File: config.mk
export PLATFORM = sky130hd
export DESIGN_NAME = rtc_sec_alarm
export DESIGN_NICKNAME = d
export VERILOG_FILES = /design/src/rtl/rtc_sec_alarm_pkg.sv /design/src/rtl/rtc_wgate.sv /design/src/rtl/rtc_timebase.sv /design/src/rtl/rtc_ctrlreg.sv /design/src/rtl/rtc_sec_alarm.sv
export SDC_FILE = /design/constraint.sdc
export NUM_CORES = 1
export LEC_CHECK = 0
export ABC_AREA = 1
export BUFFER_PORTS_ARGS = -buffer_cell sky130_fd_sc_hd__clkbuf_2
export CELL_PAD_IN_SITES_DETAIL_PLACEMENT = 2
export CELL_PAD_IN_SITES_GLOBAL_PLACEMENT = 2
export CORE_UTILIZATION = 34
export CTS_CLUSTER_SIZE = 24
export DETAILED_ROUTE_END_ITERATION = 10
export GPL_TIMING_DRIVEN = 0
export PLACE_DENSITY_LB_ADDON = 0.1
export RECOVER_POWER = 25
export SYNTH_ARGS = -nofsm -noshare
export SYNTH_HDL_FRONTEND = slang
export SYNTH_HIERARCHICAL = 1
export SYNTH_SLANG_ARGS = --single-unit
File: constraint.sdc
create_clock -name clk -period 5.8 [get_ports clk]
set_clock_uncertainty 0.05 [all_clocks]
set_input_delay 0.58 -clock clk [delete_from_list [all_inputs] [get_ports clk]]
set_output_delay 0.58 -clock clk [all_outputs]
set_load 0.02 [all_outputs]
File: src/rtl/rtc_sec_alarm_pkg.sv
package rtc_sec_alarm_pkg;
   localparam int unsigned BUS_AW = 6;
   localparam int unsigned BUS_DW = 32;

   localparam logic [BUS_AW-1:0] OFS_CTRL    = 6'h00;
   localparam logic [BUS_AW-1:0] OFS_SEC     = 6'h04;
   localparam logic [BUS_AW-1:0] OFS_ALARM   = 6'h08;
   localparam logic [BUS_AW-1:0] OFS_SCRATCH = 6'h34;
   localparam logic [BUS_AW-1:0] OFS_UNLOCK  = 6'h3C;

   localparam int unsigned B_RUN    = 0;
   localparam int unsigned B_ALMARM = 2;
   localparam int unsigned B_ALMIE  = 3;
   localparam int unsigned B_ALMEV  = 4;
   localparam int unsigned B_SECIE  = 5;
   localparam int unsigned B_SECEV  = 6;
   localparam int unsigned B_READY  = 7;

   localparam logic [15:0] UNLOCK_KEY = 16'hA55A;

   typedef struct packed {
      logic sec_ie;
      logic alm_ie;
      logic alm_arm;
      logic run;
   } ctl_t;
endpackage

File: src/rtl/rtc_wgate.sv
module rtc_wgate #(
   parameter int unsigned BUSY_TICKS = 2,
   parameter bit          UNLOCK_EN  = 1'b1
) (
   input  logic clk,
   input  logic rst_n,
   input  logic slow_tick,
   input  logic key_wr,
   input  logic key_ok,
   input  logic reg_wr,
   output logic accept,
   output logic ready,
   output logic wen
);
   localparam int unsigned BW = $clog2(BUSY_TICKS + 1);

   logic [BW-1:0] busy_q;

   assign ready  = (busy_q == '0);
   assign accept = reg_wr & wen & ready;

   generate
      if (UNLOCK_EN) begin : g_key
         logic wen_q;
         always_ff @(posedge clk) begin
            if (!rst_n)      wen_q <= 1'b0;
            else if (key_wr) wen_q <= key_ok;
            else if (accept) wen_q <= 1'b0;
         end
         assign wen = wen_q;
      end else begin : g_open
         logic unused_key;
         assign unused_key = key_wr ^ key_ok;
         assign wen = 1'b1;
      end
   endgenerate

   always_ff @(posedge clk) begin
      if (!rst_n)                        busy_q <= '0;
      else if (accept)                   busy_q <= BW'(BUSY_TICKS);
      else if (slow_tick && !ready)      busy_q <= busy_q - 1'b1;
   end
endmodule

File: src/rtl/rtc_timebase.sv
module rtc_timebase #(
   parameter int unsigned PRESCALE = 32768,
   parameter int unsigned SEC_W    = 32
) (
   input  logic             clk,
   input  logic             rst_n,
   input  logic             slow_tick,
   input  logic             run,
   input  logic             ld,
   input  logic [SEC_W-1:0] ld_val,
   input  logic [SEC_W-1:0] alm_val,
   input  logic             alm_arm,
   output logic [SEC_W-1:0] sec,
   output logic             step,
   output logic             alm_hit
);
   localparam int unsigned PRE_W = (PRESCALE > 1) ? $clog2(PRESCALE) : 1;

   logic [SEC_W-1:0] sec_q;
   logic [SEC_W-1:0] sec_inc;

   generate
      if (PRESCALE == 1) begin : g_direct
         assign step = slow_tick & run;
      end else begin : g_div
         logic [PRE_W-1:0] pre_q;
         logic             wrap;
         assign wrap = (pre_q == PRE_W'(PRESCALE - 1));
         always_ff @(posedge clk) begin
            if (!rst_n)                pre_q <= '0;
            else if (slow_tick && run) pre_q <= wrap ? '0 : pre_q + 1'b1;
         end
         assign step = slow_tick & run & wrap;
      end
   endgenerate

   assign sec_inc = sec_q + 1'b1;
   assign alm_hit = step & alm_arm & (sec_inc == alm_val);

   always_ff @(posedge clk) begin
      if (!rst_n)    sec_q <= '0;
      else if (ld)   sec_q <= ld_val;
      else if (step) sec_q <= sec_inc;
   end

   assign sec = sec_q;
endmodule

File: src/rtl/rtc_ctrlreg.sv
module rtc_ctrlreg
   import rtc_sec_alarm_pkg::*;
(
   input  logic       clk,
   input  logic       rst_n,
   input  logic       wr,
   input  logic [7:0] wbyte,
   input  logic       set_sec,
   input  logic       set_alm,
   output ctl_t       ctl,
   output logic       sec_ev,
   output logic       alm_ev
);
   ctl_t ctl_q;
   logic sec_ev_q, alm_ev_q;
   logic clr_sec, clr_alm;
   logic unused_bits;

   assign unused_bits = wbyte[B_READY] ^ wbyte[1];
   assign clr_sec = wr & ~wbyte[B_SECEV];
   assign clr_alm = wr & ~wbyte[B_ALMEV];

   always_ff @(posedge clk) begin
      if (!rst_n) begin
         ctl_q <= '0;
      end else if (wr) begin
         ctl_q.run     <= wbyte[B_RUN];
         ctl_q.alm_arm <= wbyte[B_ALMARM];
         ctl_q.alm_ie  <= wbyte[B_ALMIE];
         ctl_q.sec_ie  <= wbyte[B_SECIE];
      end
   end

   always_ff @(posedge clk) begin
      if (!rst_n) begin
         sec_ev_q <= 1'b0;
         alm_ev_q <= 1'b0;
      end else begin
         sec_ev_q <= (sec_ev_q & ~clr_sec) | set_sec;
         alm_ev_q <= (alm_ev_q & ~clr_alm) | set_alm;
      end
   end

   assign ctl    = ctl_q;
   assign sec_ev = sec_ev_q;
   assign alm_ev = alm_ev_q;
endmodule

File: src/rtl/rtc_sec_alarm.sv
module rtc_sec_alarm
   import rtc_sec_alarm_pkg::*;
#(
   parameter int unsigned PRESCALE   = 32768,
   parameter int unsigned BUSY_TICKS = 2,
   parameter bit          UNLOCK_EN  = 1'b1,
   parameter int unsigned SEC_W      = 32
) (
   input  logic              clk,
   input  logic              rst_n,
   input  logic              slow_tick,
   input  logic              bus_sel,
   input  logic              bus_we,
   input  logic [BUS_AW-1:0] bus_addr,
   input  logic [BUS_DW-1:0] bus_wdata,
   output logic [BUS_DW-1:0] bus_rdata,
   output logic              irq
);
   generate
      if (PRESCALE < 1) begin : g_bad_prescale
         $error("PRESCALE must be at least 1");
      end
      if (BUSY_TICKS < 1) begin : g_bad_busy
         $error("BUSY_TICKS must be at least 1");
      end
      if (SEC_W < 1 || SEC_W > BUS_DW) begin : g_bad_secw
         $error("SEC_W must lie in 1..32");
      end
   endgenerate

   logic key_wr, key_ok, reg_wr;
   logic acc_w, rdy_w, wen_w;
   logic wr_ctrl_w, wr_sec_w, wr_alm_w, wr_scr_w;
   logic [SEC_W-1:0] sec_w;
   logic step_w, hit_w;
   ctl_t ctl_q;
   logic sec_ev_w, alm_ev_w;
   logic [SEC_W-1:0]  alarm_q;
   logic [BUS_DW-1:0] scratch_q;

   assign key_wr = bus_sel & bus_we & (bus_addr == OFS_UNLOCK);
   assign key_ok = (bus_wdata[15:0] == UNLOCK_KEY);
   assign reg_wr = bus_sel & bus_we & (bus_addr != OFS_UNLOCK);

   assign wr_ctrl_w = acc_w & (bus_addr == OFS_CTRL);
   assign wr_sec_w  = acc_w & (bus_addr == OFS_SEC);
   assign wr_alm_w  = acc_w & (bus_addr == OFS_ALARM);
   assign wr_scr_w  = acc_w & (bus_addr == OFS_SCRATCH);

   rtc_wgate #(
      .BUSY_TICKS (BUSY_TICKS),
      .UNLOCK_EN  (UNLOCK_EN)
   ) u_wgate (
      .clk       (clk),
      .rst_n     (rst_n),
      .slow_tick (slow_tick),
      .key_wr    (key_wr),
      .key_ok    (key_ok),
      .reg_wr    (reg_wr),
      .accept    (acc_w),
      .ready     (rdy_w),
      .wen       (wen_w)
   );

   rtc_timebase #(
      .PRESCALE (PRESCALE),
      .SEC_W    (SEC_W)
   ) u_timebase (
      .clk       (clk),
      .rst_n     (rst_n),
      .slow_tick (slow_tick),
      .run       (ctl_q.run),
      .ld        (wr_sec_w),
      .ld_val    (bus_wdata[SEC_W-1:0]),
      .alm_val   (alarm_q),
      .alm_arm   (ctl_q.alm_arm),
      .sec       (sec_w),
      .step      (step_w),
      .alm_hit   (hit_w)
   );

   rtc_ctrlreg u_ctrl (
      .clk     (clk),
      .rst_n   (rst_n),
      .wr      (wr_ctrl_w),
      .wbyte   (bus_wdata[7:0]),
      .set_sec (step_w),
      .set_alm (hit_w),
      .ctl     (ctl_q),
      .sec_ev  (sec_ev_w),
      .alm_ev  (alm_ev_w)
   );

   always_ff @(posedge clk) begin
      if (!rst_n) begin
         alarm_q   <= '0;
         scratch_q <= '0;
      end else begin
         if (wr_alm_w) alarm_q   <= bus_wdata[SEC_W-1:0];
         if (wr_scr_w) scratch_q <= bus_wdata;
      end
   end

   always_comb begin
      bus_rdata = '0;
      case (bus_addr)
         OFS_CTRL: begin
            bus_rdata[B_READY]  = rdy_w;
            bus_rdata[B_SECEV]  = sec_ev_w;
            bus_rdata[B_SECIE]  = ctl_q.sec_ie;
            bus_rdata[B_ALMEV]  = alm_ev_w;
            bus_rdata[B_ALMIE]  = ctl_q.alm_ie;
            bus_rdata[B_ALMARM] = ctl_q.alm_arm;
            bus_rdata[B_RUN]    = ctl_q.run;
         end
         OFS_SEC:     bus_rdata[SEC_W-1:0] = sec_w;
         OFS_ALARM:   bus_rdata[SEC_W-1:0] = alarm_q;
         OFS_SCRATCH: bus_rdata = scratch_q;
         OFS_UNLOCK:  bus_rdata[BUS_DW-1] = wen_w;
         default:     bus_rdata = '0;
      endcase
   end

   assign irq = (sec_ev_w & ctl_q.sec_ie) | (alm_ev_w & ctl_q.alm_ie);
endmodule

==> impl_metrics.yaml, run 1 <==
outcome:
  status: "finished, violations left"
  violations: "design-rule violations"
synth:
  synth_edf_count: 0
  seq_area_frac_synth_pct: 31.4
  synth_top_family_by_area: "simple AND/OR/NAND/NOR gates"
  syn-num-nets: 1292
  syn_inst: 1246
  synth_xor_area_share_pct: 2.90
  syn_area_sq_um: 7640
  synthAdderAreaFrac_pct: 0.491
  muxShareOfSynthArea_pct: 0
  synth_compound_area_share_pct: 5.75
  synthFlopType: "dfxtp_1"
  synth_area_per_cell_sq_um: 6.13
  synth-seq-cells: 120
  synthSimpleGateAreaFrac_pct: 49.4
  yosys_warnings: 6
  yosysUniqueCellTypes: 45
  async_flop_share_pct: 0
drt:
  ant_nets: 0
  via_per_inst: 5.54
  routedWlPerCell_um: 22.3
  vias: 9054
  routed_wl_um: 36400
  first_iter_violations: 662
  drc: 10
  dr.pass1.iters: 8
worst_setup_path:
  path_class: "in -> reg"
  crit_required_ps: 6100
  cp_max_fo: 10
  critPathLaunchType: "input port"
  end_kind: "register"
  arrival_ps: 4440
timing:
  rsz0062_at_grt: "false"
  tns_ps: 0
  maxSlewHeadroom_pct: 5.91
  tightest_slew_ps: 1400
  setup_violations: 0
  maxSlewViolCount: 0
  hold_viol: 0
  fmax_mhz: 242
  period_share_pct: 71.3
  period_minus_slack_ps: 4140
clock_network:
  post_cts_resized: 0
  cts_hold_buf: 0
  cts_setup_buffers: 0
  clk_path_buf_depth: 2
  cts.htree.levels: 4
  clk_pin_slew_ps: 70
  clock_sinks: 120
  cts_tree: "built"
  insertion_delay_ps: 440
  numCtsBuffers: 17
  cts_root_buffer: "clkbuf_16"
global_route:
  antenna_found_initial: 0
  grt_pass1_wl_um: 56000
  grt_max_degree: 17
  track_usage_pct: 32.2
  grt_pass1_vias: 9400
  grt_overflow: 0
placed_design:
  dp_hpwl_um: 27500
  gp_congestion: 0.858
  io_buffer_count: 75
pwr:
  total_power_mw: 2.14
  leakage_nw: 3.81
  power_density_nw_per_um2: 239
  ir_drop_mv: 0.173
floorplanning:
  start_util_pct: 34.8
  die_y_um: 152
  ios: 76
  dieArea_sq_um: 23100
  rows: 54
  core_sq_um: 22000
  die_x_um: 152
finish:
  syn_to_final_growth_pct: 17.4
  drive_gt1_share_pct: 11.5
  layout.nets: 1386
min_path:
  hp-class: "in -> reg"
run:
  maxCapViolCount: 0
[kinds of logic after synthesis]
family,after synthesis
and+or+nand+nor,848
AOI/OAI and AO/OA,71
adders and majority gates,3
xor gates and xnor gates,18
buffers and inverters,186
DFF,120
[cells in the final DEF, fill, tap and decap left out, types with 3 or more instances in the layout]
cell / instances
a22oi_1: 10
xnor3_1: 3
inv_6: 6
buf_1: 10
clkbuf_2: 63
bufinv_16: 4
inv_1: 120
o21ai_0: 10
nand2_2: 4
clkbuf_1: 30
nor4_1: 3
a31oi_1: 12
clkinv_4: 4
a21oi_1: 22
a221oi_1: 6
nor2_4: 7
buf_4: 3
ha_1: 3
nand3_1: 108
nand4_1: 84
nor2_2: 5
buf_2: 24
nand2_1: 377
clkbuf_16: 17
nor2_1: 227
buf_6: 3
xor2_1: 5
inv_2: 6
nor3_1: 11
nand3b_1: 11
o21ai_1: 3
xnor2_1: 8
dfxtp_1: 120
[synth_stat cells, types with 4 or more instances]
| cell type | instances | area share, % |
|---|---|---|
| a21oi_1 | 22 | 1.4 |
| a221oi_1 | 6 | 0.69 |
| a22oi_1 | 10 | 0.98 |
| a31oi_1 | 12 | 0.98 |
| buf_1 | 10 | 0.49 |
| buf_2 | 28 | 1.8 |
| clkbuf_1 | 14 | 0.69 |
| dfxtp_1 | 120 | 31 |
| inv_1 | 120 | 5.9 |
| inv_2 | 6 | 0.29 |
| nand2_1 | 376 | 18 |
| nand2_2 | 5 | 0.41 |
| nand3_1 | 107 | 7.0 |
| nand3b_1 | 11 | 1.1 |
| nand4_1 | 84 | 6.9 |
| nor2_1 | 224 | 11 |
| nor2_2 | 7 | 0.57 |
| nor2_4 | 8 | 1.2 |
| nor3_1 | 11 | 0.72 |
| o21ai_0 | 9 | 0.59 |
| o21ai_1 | 4 | 0.26 |
| xnor2_1 | 8 | 0.92 |
| xor2_1 | 5 | 0.57 |
[flip-flops by register name (all words and copies together), names as in the netlist]
| register | cells |
|---|---|
| scratch_q | 32 |
| u_ctrl/alm_ev | 1 |
| u_ctrl/sec_ev | 1 |
| u_wgate/busy_q | 2 |
| u_ctrl/ctl | 4 |
| u_timebase/g_div.pre_q | 15 |
| u_timebase/sec | 32 |
| u_wgate/wen | 1 |
| alarm_q | 32 |
[stage by stage]
stage | cell area (sq um) | hold slack [ps] | worst slack [ps] | cells | util [%]
after floorplan | 7640 | 388 | 3000 | 1246 | -
after global placement | 8360 | 401 | 1690 | 1601 | 38.1
after detailed placement | 8360 | 421 | 1590 | 1601 | 38.1
after CTS | 9000 | 354 | 1950 | 1633 | 41.0
after global routing | 8960 | 371 | 1500 | 1633 | 40.8
final | 8970 | 372 | 1660 | 1634 | 40.8
[where the power goes]
group	internal (mW)	switching, mW
combinational	0.0263	0.0883
sequential	0.824	0.0000000130
clock	0.731	0.471
total	1.58	0.559
[metal layers]
metal / GRT usage [%] / vias up / part of all wire (%)
li1: - / 4228 / -
met1: 44.0 / 4508 / 47
met2: 51.9 / 265 / 45
met3: 5.33 / 53 / 5.4
met4: 9.91 / 0 / 2.1
met5: 0 / - / 0
[path summary, 6_finish.rpt]
kind / end / slack [ps] / cells after the start / start
worst max-delay path: u_timebase/sec[5] / 1660 / 16 / bus_addr[0]
worst min-delay path: u_timebase/sec[27] / 370 / 3 / bus_wdata[27]
worst max register to register: u_timebase/sec[5] / 2130 / 10 / u_wgate/busy_q[0]
worst min register to register: u_timebase/g_div.pre_q[9] / 430 / 2 / u_timebase/g_div.pre_q[9]
[area by class of cell]
type	count	area [sq um]
antenna	1	2.50
sequential	120	2400
multi-input combinational	940	4450
inverter	128	480
tap	280	350
fill	2767	13000
buffer	58	282
clock buffer	17	425
timing repair buffer	75	360
clock inverter	15	215
[worst max-delay path, cell delays in order]
cell      delay, ps
clkbuf_2        120
inv_1            40
nand2_1          60
nor2_1          150
clkbuf_1        320
nand2_1         170
nand3_1          80
inv_1            60
nand3_1         130
inv_1           130
clkinv_1        200
nor4_1          730
buf_1           590
clkbuf_1        680
a22oi_1         230
a21oi_1         180
No activity file was read; power rests on OpenSTA's default activity.
==> run 2: changes to the inputs <==
--- a/config.mk
+++ b/config.mk
@@ -9,7 +9,7 @@
 export BUFFER_PORTS_ARGS = -buffer_cell sky130_fd_sc_hd__clkbuf_2
 export CELL_PAD_IN_SITES_DETAIL_PLACEMENT = 2
 export CELL_PAD_IN_SITES_GLOBAL_PLACEMENT = 2
-export CORE_UTILIZATION = 34
+export CORE_UTILIZATION = 29
 export CTS_CLUSTER_SIZE = 24
 export DETAILED_ROUTE_END_ITERATION = 10
 export GPL_TIMING_DRIVEN = 0
==> constraint.sdc (replaced) <==
create_clock -name clk -period 3.53 [get_ports clk]
set_clock_uncertainty 0.05 [all_clocks]
set_input_delay 0.353 -clock clk [delete_from_list [all_inputs] [get_ports clk]]
set_output_delay 0.353 -clock clk [all_outputs]
set_load 0.02 [all_outputs]
==> run 2 against run 1 <==
Net effect: the flow still finishes with violations (design-rule violations); critical path depth down 8; clock-buffer cell count unchanged; first-iteration DRC count down 22%; die area up 17%; sequential power up 64%; highest routed layer unchanged; non-clock buffer count unchanged; final cell count up 3.2%; critical endpoint is now bus_rdata[11].
==> impl_metrics.yaml, run 2 (synthesis results as in run 1) <==
timing:
  maxSlewViolCount: 0
  tightest_slew_ps: 1130
  period_share_pct: 92.1
  tns_ps: 0
  hold_ws_ps: 154
  setup_ws_ps: 280
  setup_violations: 0
  period_minus_slack_ps: 3250
  rsz0062_at_grt: "false"
  fmax_mhz: 308
  maxSlewHeadroom_pct: 24.1
  hold_viol: 0
placed_design:
  place_area_sq_um: 8430
  dp_hpwl_um: 28200
  placed_cells_incl_taps: 1656
  gp_congestion: 0.823
  io_buffer_count: 75
  post-place-ws_ps: -610
global_route:
  grt_pass1_wl_um: 54300
  grt_max_degree: 17
  track_usage_pct: 27.6
  grt_pass1_vias: 9011
  grt_overflow: 0
  antenna_found_initial: 1
drt:
  via_per_inst: 5.17
  routed_wl_um: 35700
  first_iter_violations: 518
  vias: 8717
  ant_nets: 0
  routedWlPerCell_um: 21.2
  dr.pass1.iters: 8
  drc: 2
clock_network:
  clk_path_buf_depth: 2
  cts_tree: "built"
  numCtsBuffers: 17
  cts.htree.levels: 4
  cts_setup_buffers: 0
  clk_pin_slew_ps: 60
  cts_hold_buf: 0
  insertion_delay_ps: 440
  clock_sinks: 120
  cts_root_buffer: "clkbuf_16"
worst_setup_path:
  crit_required_ps: 3130
  ff2ff_path_depth: 10
  critical_path_buf_inv_count: 3
  crit_slowest_cell: "nor2_1"
  critPathMaxStageDelay_ps: 650
  critPathLaunchType: "input port"
  cp_cell_sequence: "clkbuf_1 -> nor2_1 -> nand2_1 -> nor2_1 -> clkbuf_1 -> nand2_1 -> nand3_1 -> clkbuf_2"
  path_class: "in -> out"
  reg2reg_to: "u_timebase/sec[10]"
  reg2reg_slack_ps: 460
  critPathTopFamily: "simple AND/OR/NAND/NOR gates"
  cp_max_fo: 10
  end_kind: "output port"
  arrival_ps: 2850
  r2r_start: "u_wgate/busy_q[0]"
finish:
  fin_util_pct: 34.7
  n_fill_cell: 3306
  stdcell_count: 1687
  diodes: 0
  layout_common_cells: "nand2_1 (377), nor2_1 (227), inv_1 (120), dfxtp_1 (120), nand3_1 (108)"
  final_common_cell: "nand2_1"
  layout.nets: 1386
  stdcell_area_sq_um: 9000
  multi_input_area_sq_um: 4460
  syn_to_final_growth_pct: 17.9
  regArea_sq_um: 2400
  drive_gt1_share_pct: 11.6
outcome:
  status: "finished, violations left"
  violations: "design-rule violations"
floorplanning:
  start_util_pct: 29.5
  rows: 59
  die_x_um: 164
  ios: 76
  dieArea_sq_um: 27000
  die_y_um: 164
  core_sq_um: 25900
min_path:
  worstHoldEndpoint: "u_timebase/sec[27]"
  min_from: "bus_wdata[27]"
  hp-class: "in -> reg"
  holdPathStages: 3
pwr:
  ir_drop_mv: 0.198
  power_density_nw_per_um2: 378
  leakage_nw: 3.80
  total_power_mw: 3.40
run:
  maxCapViolCount: 0
## run 2: cell count changes in the layout (fill, tap and decap cells not counted), sizes merged
cell,before,now
clkinv,6,10
inv,132,127
diode,1,0
bufinv,4,3
clkinvlp,1,2
## run 2: layer usage
metal | GRT usage, % | up-vias | wire length, um
li1 | - | 4221 | -
met1 | 40.1 | 4303 | 18200
met2 | 43.2 | 161 | 15700
met3 | 3.06 | 32 | 1290
met4 | 6.73 | 0 | 538
met5 | 0 | - | 0
## run 2: report_power, final
group          total, mW  switching, mW  internal, mW
Clock               1.86          0.748          1.11
Sequential          1.35   0.0000000186          1.35
Combinational      0.187          0.143        0.0433
## run 2: how the worst max path moves through the flow
stage | startpoint | endpoint | slack (ps) | cells after the start
floorplan | bus_addr[4] | u_timebase/sec[10] | 960 | 14
global placement | bus_addr[4] | u_timebase/sec[1] | -550 | 15
detailed placement | bus_addr[4] | u_timebase/sec[0] | -610 | 15
CTS | bus_addr[4] | u_timebase/sec[0] | 30 | 15
global route | bus_addr[0] | u_timebase/sec[14] | 30 | 16
finish | bus_addr[5] | bus_rdata[11] | 280 | 8
## run 2: what timing repair did
action	CTS	global route
setup endpoints to repair	30	30
resized for setup	1	3
pin swaps	0	0
## run 2: final cells by class
class,count,area share (%)
repair buffers,75,3.97
plain buffers,58,3.17
well taps,335,4.66
multi-input cells,940,49.5
inverters,128,5.34
flip-flops and latches,120,26.7
clock inverters,14,1.96
clock buffers,17,4.73
## run 2: tightest hold or removal path, stage by stage
cell,delay (ps)
clkbuf_2,90
nand2_1,60
a31oi_1,80
==> run 3: changes to the inputs <==
--- a/config.mk
+++ b/config.mk
@@ -9,6 +9,7 @@
 export BUFFER_PORTS_ARGS = -buffer_cell sky130_fd_sc_hd__clkbuf_2
 export CELL_PAD_IN_SITES_DETAIL_PLACEMENT = 2
 export CELL_PAD_IN_SITES_GLOBAL_PLACEMENT = 2
+export CORE_ASPECT_RATIO = 0.7
 export CORE_UTILIZATION = 29
 export CTS_CLUSTER_SIZE = 24
 export DETAILED_ROUTE_END_ITERATION = 10
==> run 3 against run 2 <==
Net effect: the flow now finishes without violations; critical path depth up 9; register-to-register slack worse by 130 ps; final cell count about the same; hold slack about the same; global-route usage up 1.1 points; clock-buffer cell count up 3; power up 1.1%; utilization up 0.31 points; setup slack worse by 42 ps; critical path type is now in -> reg.
==> impl_metrics.yaml, run 3 (synthesis results as in run 1) <==
finish:
  stdcell_count: 1686
  layout.nets: 1386
  drive_gt1_share_pct: 11.8
  syn_to_final_growth_pct: 18.2
  layout_common_cells: "nand2_1 (377), nor2_1 (227), inv_1 (120), dfxtp_1 (120), nand3_1 (108)"
  final_common_cell: "nand2_1"
  stdcell_area_sq_um: 9030
timing:
  setup_ws_ps: 237
  tightest_slew_ps: 1010
  hold_viol: 0
  hold_ws_ps: 154
  setup_violations: 0
  period_share_pct: 93.3
  period_minus_slack_ps: 3290
  fmax_mhz: 304
  rsz0062_at_grt: "false"
  maxSlewHeadroom_pct: 32.5
  tns_ps: 0
  maxSlewViolCount: 0
min_path:
  holdPathStages: 3
  hp-class: "in -> reg"
  worstHoldEndpoint: "u_timebase/sec[27]"
  min_from: "bus_wdata[27]"
worst_setup_path:
  path_class: "in -> reg"
  reg2reg_slack_ps: 330
  crit_required_ps: 3740
  critPathLaunchType: "input port"
  r2r_start: "u_wgate/busy_q[0]"
  crit_start: "bus_addr[4]"
  ff2ff_path_depth: 12
  reg2reg_to: "u_timebase/sec[30]"
  end_kind: "register"
  arrival_ps: 3500
  cp_max_fo: 10
clock_network:
  cts_setup_buffers: 0
  clock_sinks: 120
  numCtsBuffers: 17
  cts.htree.levels: 4
  clk_pin_slew_ps: 60
  cts_tree: "built"
  cts_root_buffer: "clkbuf_16"
  insertion_delay_ps: 430
  clk_path_buf_depth: 2
global_route:
  grt_pass1_vias: 8861
  grt_pass1_wl_um: 56000
  grt_overflow: 0
  track_usage_pct: 28.8
  grt_max_degree: 17
  antenna_found_initial: 2
placed_design:
  post-place-ws_ps: -543
  place_area_sq_um: 8430
  gp_congestion: 0.908
  io_buffer_count: 75
  dp_hpwl_um: 30200
  placed_cells_incl_taps: 1652
floorplanning:
  die_y_um: 138
  dieArea_sq_um: 27000
  core_sq_um: 25700
  start_util_pct: 29.7
  rows: 49
  die_x_um: 196
  ios: 76
run:
  maxCapViolCount: 0
pwr:
  power_density_nw_per_um2: 381
  ir_drop_mv: 0.329
  leakage_nw: 3.81
drt:
  drc: 0
  ant_nets: 0
  dr.max_layer_used: "met4"
  routed_wl_um: 37900
  via_per_inst: 5.34
  routedWlPerCell_um: 22.5
  dr_wl_met2_um: 15000
  met1_length_um: 20000
  first_iter_violations: 694
  vias: 9001
  dr.pass1.iters: 5
  wl_met3_um: 2540
outcome:
  status: "completed"
[run 3: layer usage]
metal  up-vias  GRT usage [%]
li1       4222              -
met1      4493           45.3
met2       266           40.3
met3        20           4.36
met4         0           5.47
met5         -              0
[run 3: metrics by stage]
stage | util (%) | power [mW]
6_report | 35.1 | 3.44
5_1_grt | 35.0 | 3.53
4_1_cts | 35.2 | 3.47
3_5_place_dp | 32.7 | 1.57
3_3_place_gp | 32.7 | 1.57
2_1_floorplan | - | 1.47
[run 3: area by class of cell]
class                      count  area (sq um)
tap                          331           414
sequential                   120          2400
buffer                        58           283
timing repair buffer          75           359
antenna                        2          5.00
clock inverter                12           165
inverter                     128           480
multi-input combinational    940          4460
clock buffer                  20           457
fill                        3217         16700
[run 3: what timing repair did]
action | 4_1_cts | 5_1_grt
hold buffers | 0 | 0
gates resized for setup | 1 | 5
endpoints found under the setup margin | 24 | 26
pin swaps | 0 | 0
[run 3: worst max-delay path by stage]
stage | to | slack, ps | cells past startpoint
2_1_floorplan | u_timebase/sec[10] | 960 | 14
3_5_place_dp | u_timebase/sec[6] | -540 | 15
5_1_grt | bus_rdata[3] | 70 | 8
4_1_cts | u_timebase/sec[30] | 100 | 15
3_3_place_gp | u_timebase/sec[5] | -460 | 16
6_report | u_timebase/sec[30] | 240 | 17
[run 3: report_power, final]
| group | switching [mW] | leakage (nW) | internal [mW] | total (mW) |
|---|---|---|---|---|
| Combinational | 0.151 | 2.55 | 0.0432 | 0.194 |
| Sequential | 0.0000000208 | 0.966 | 1.35 | 1.35 |
| Clock | 0.731 | 0.294 | 1.16 | 1.89 |
| Total | 0.882 | 3.81 | 2.56 | 3.44 |
[run 3: worst max-delay path, cell delays in order]
cell and delay (ps):
clkbuf_1 90, nand2_1 100, nor2_1 160, buf_2 240, nand2_1 120, nand3_1 80
inv_1 60, nand3_1 140, inv_1 120, clkinv_1 190, nor4_2 610, inv_1 110
nand2_1 390, inv_2 210, buf_2 280, nand2_1 110, a31oi_1 110
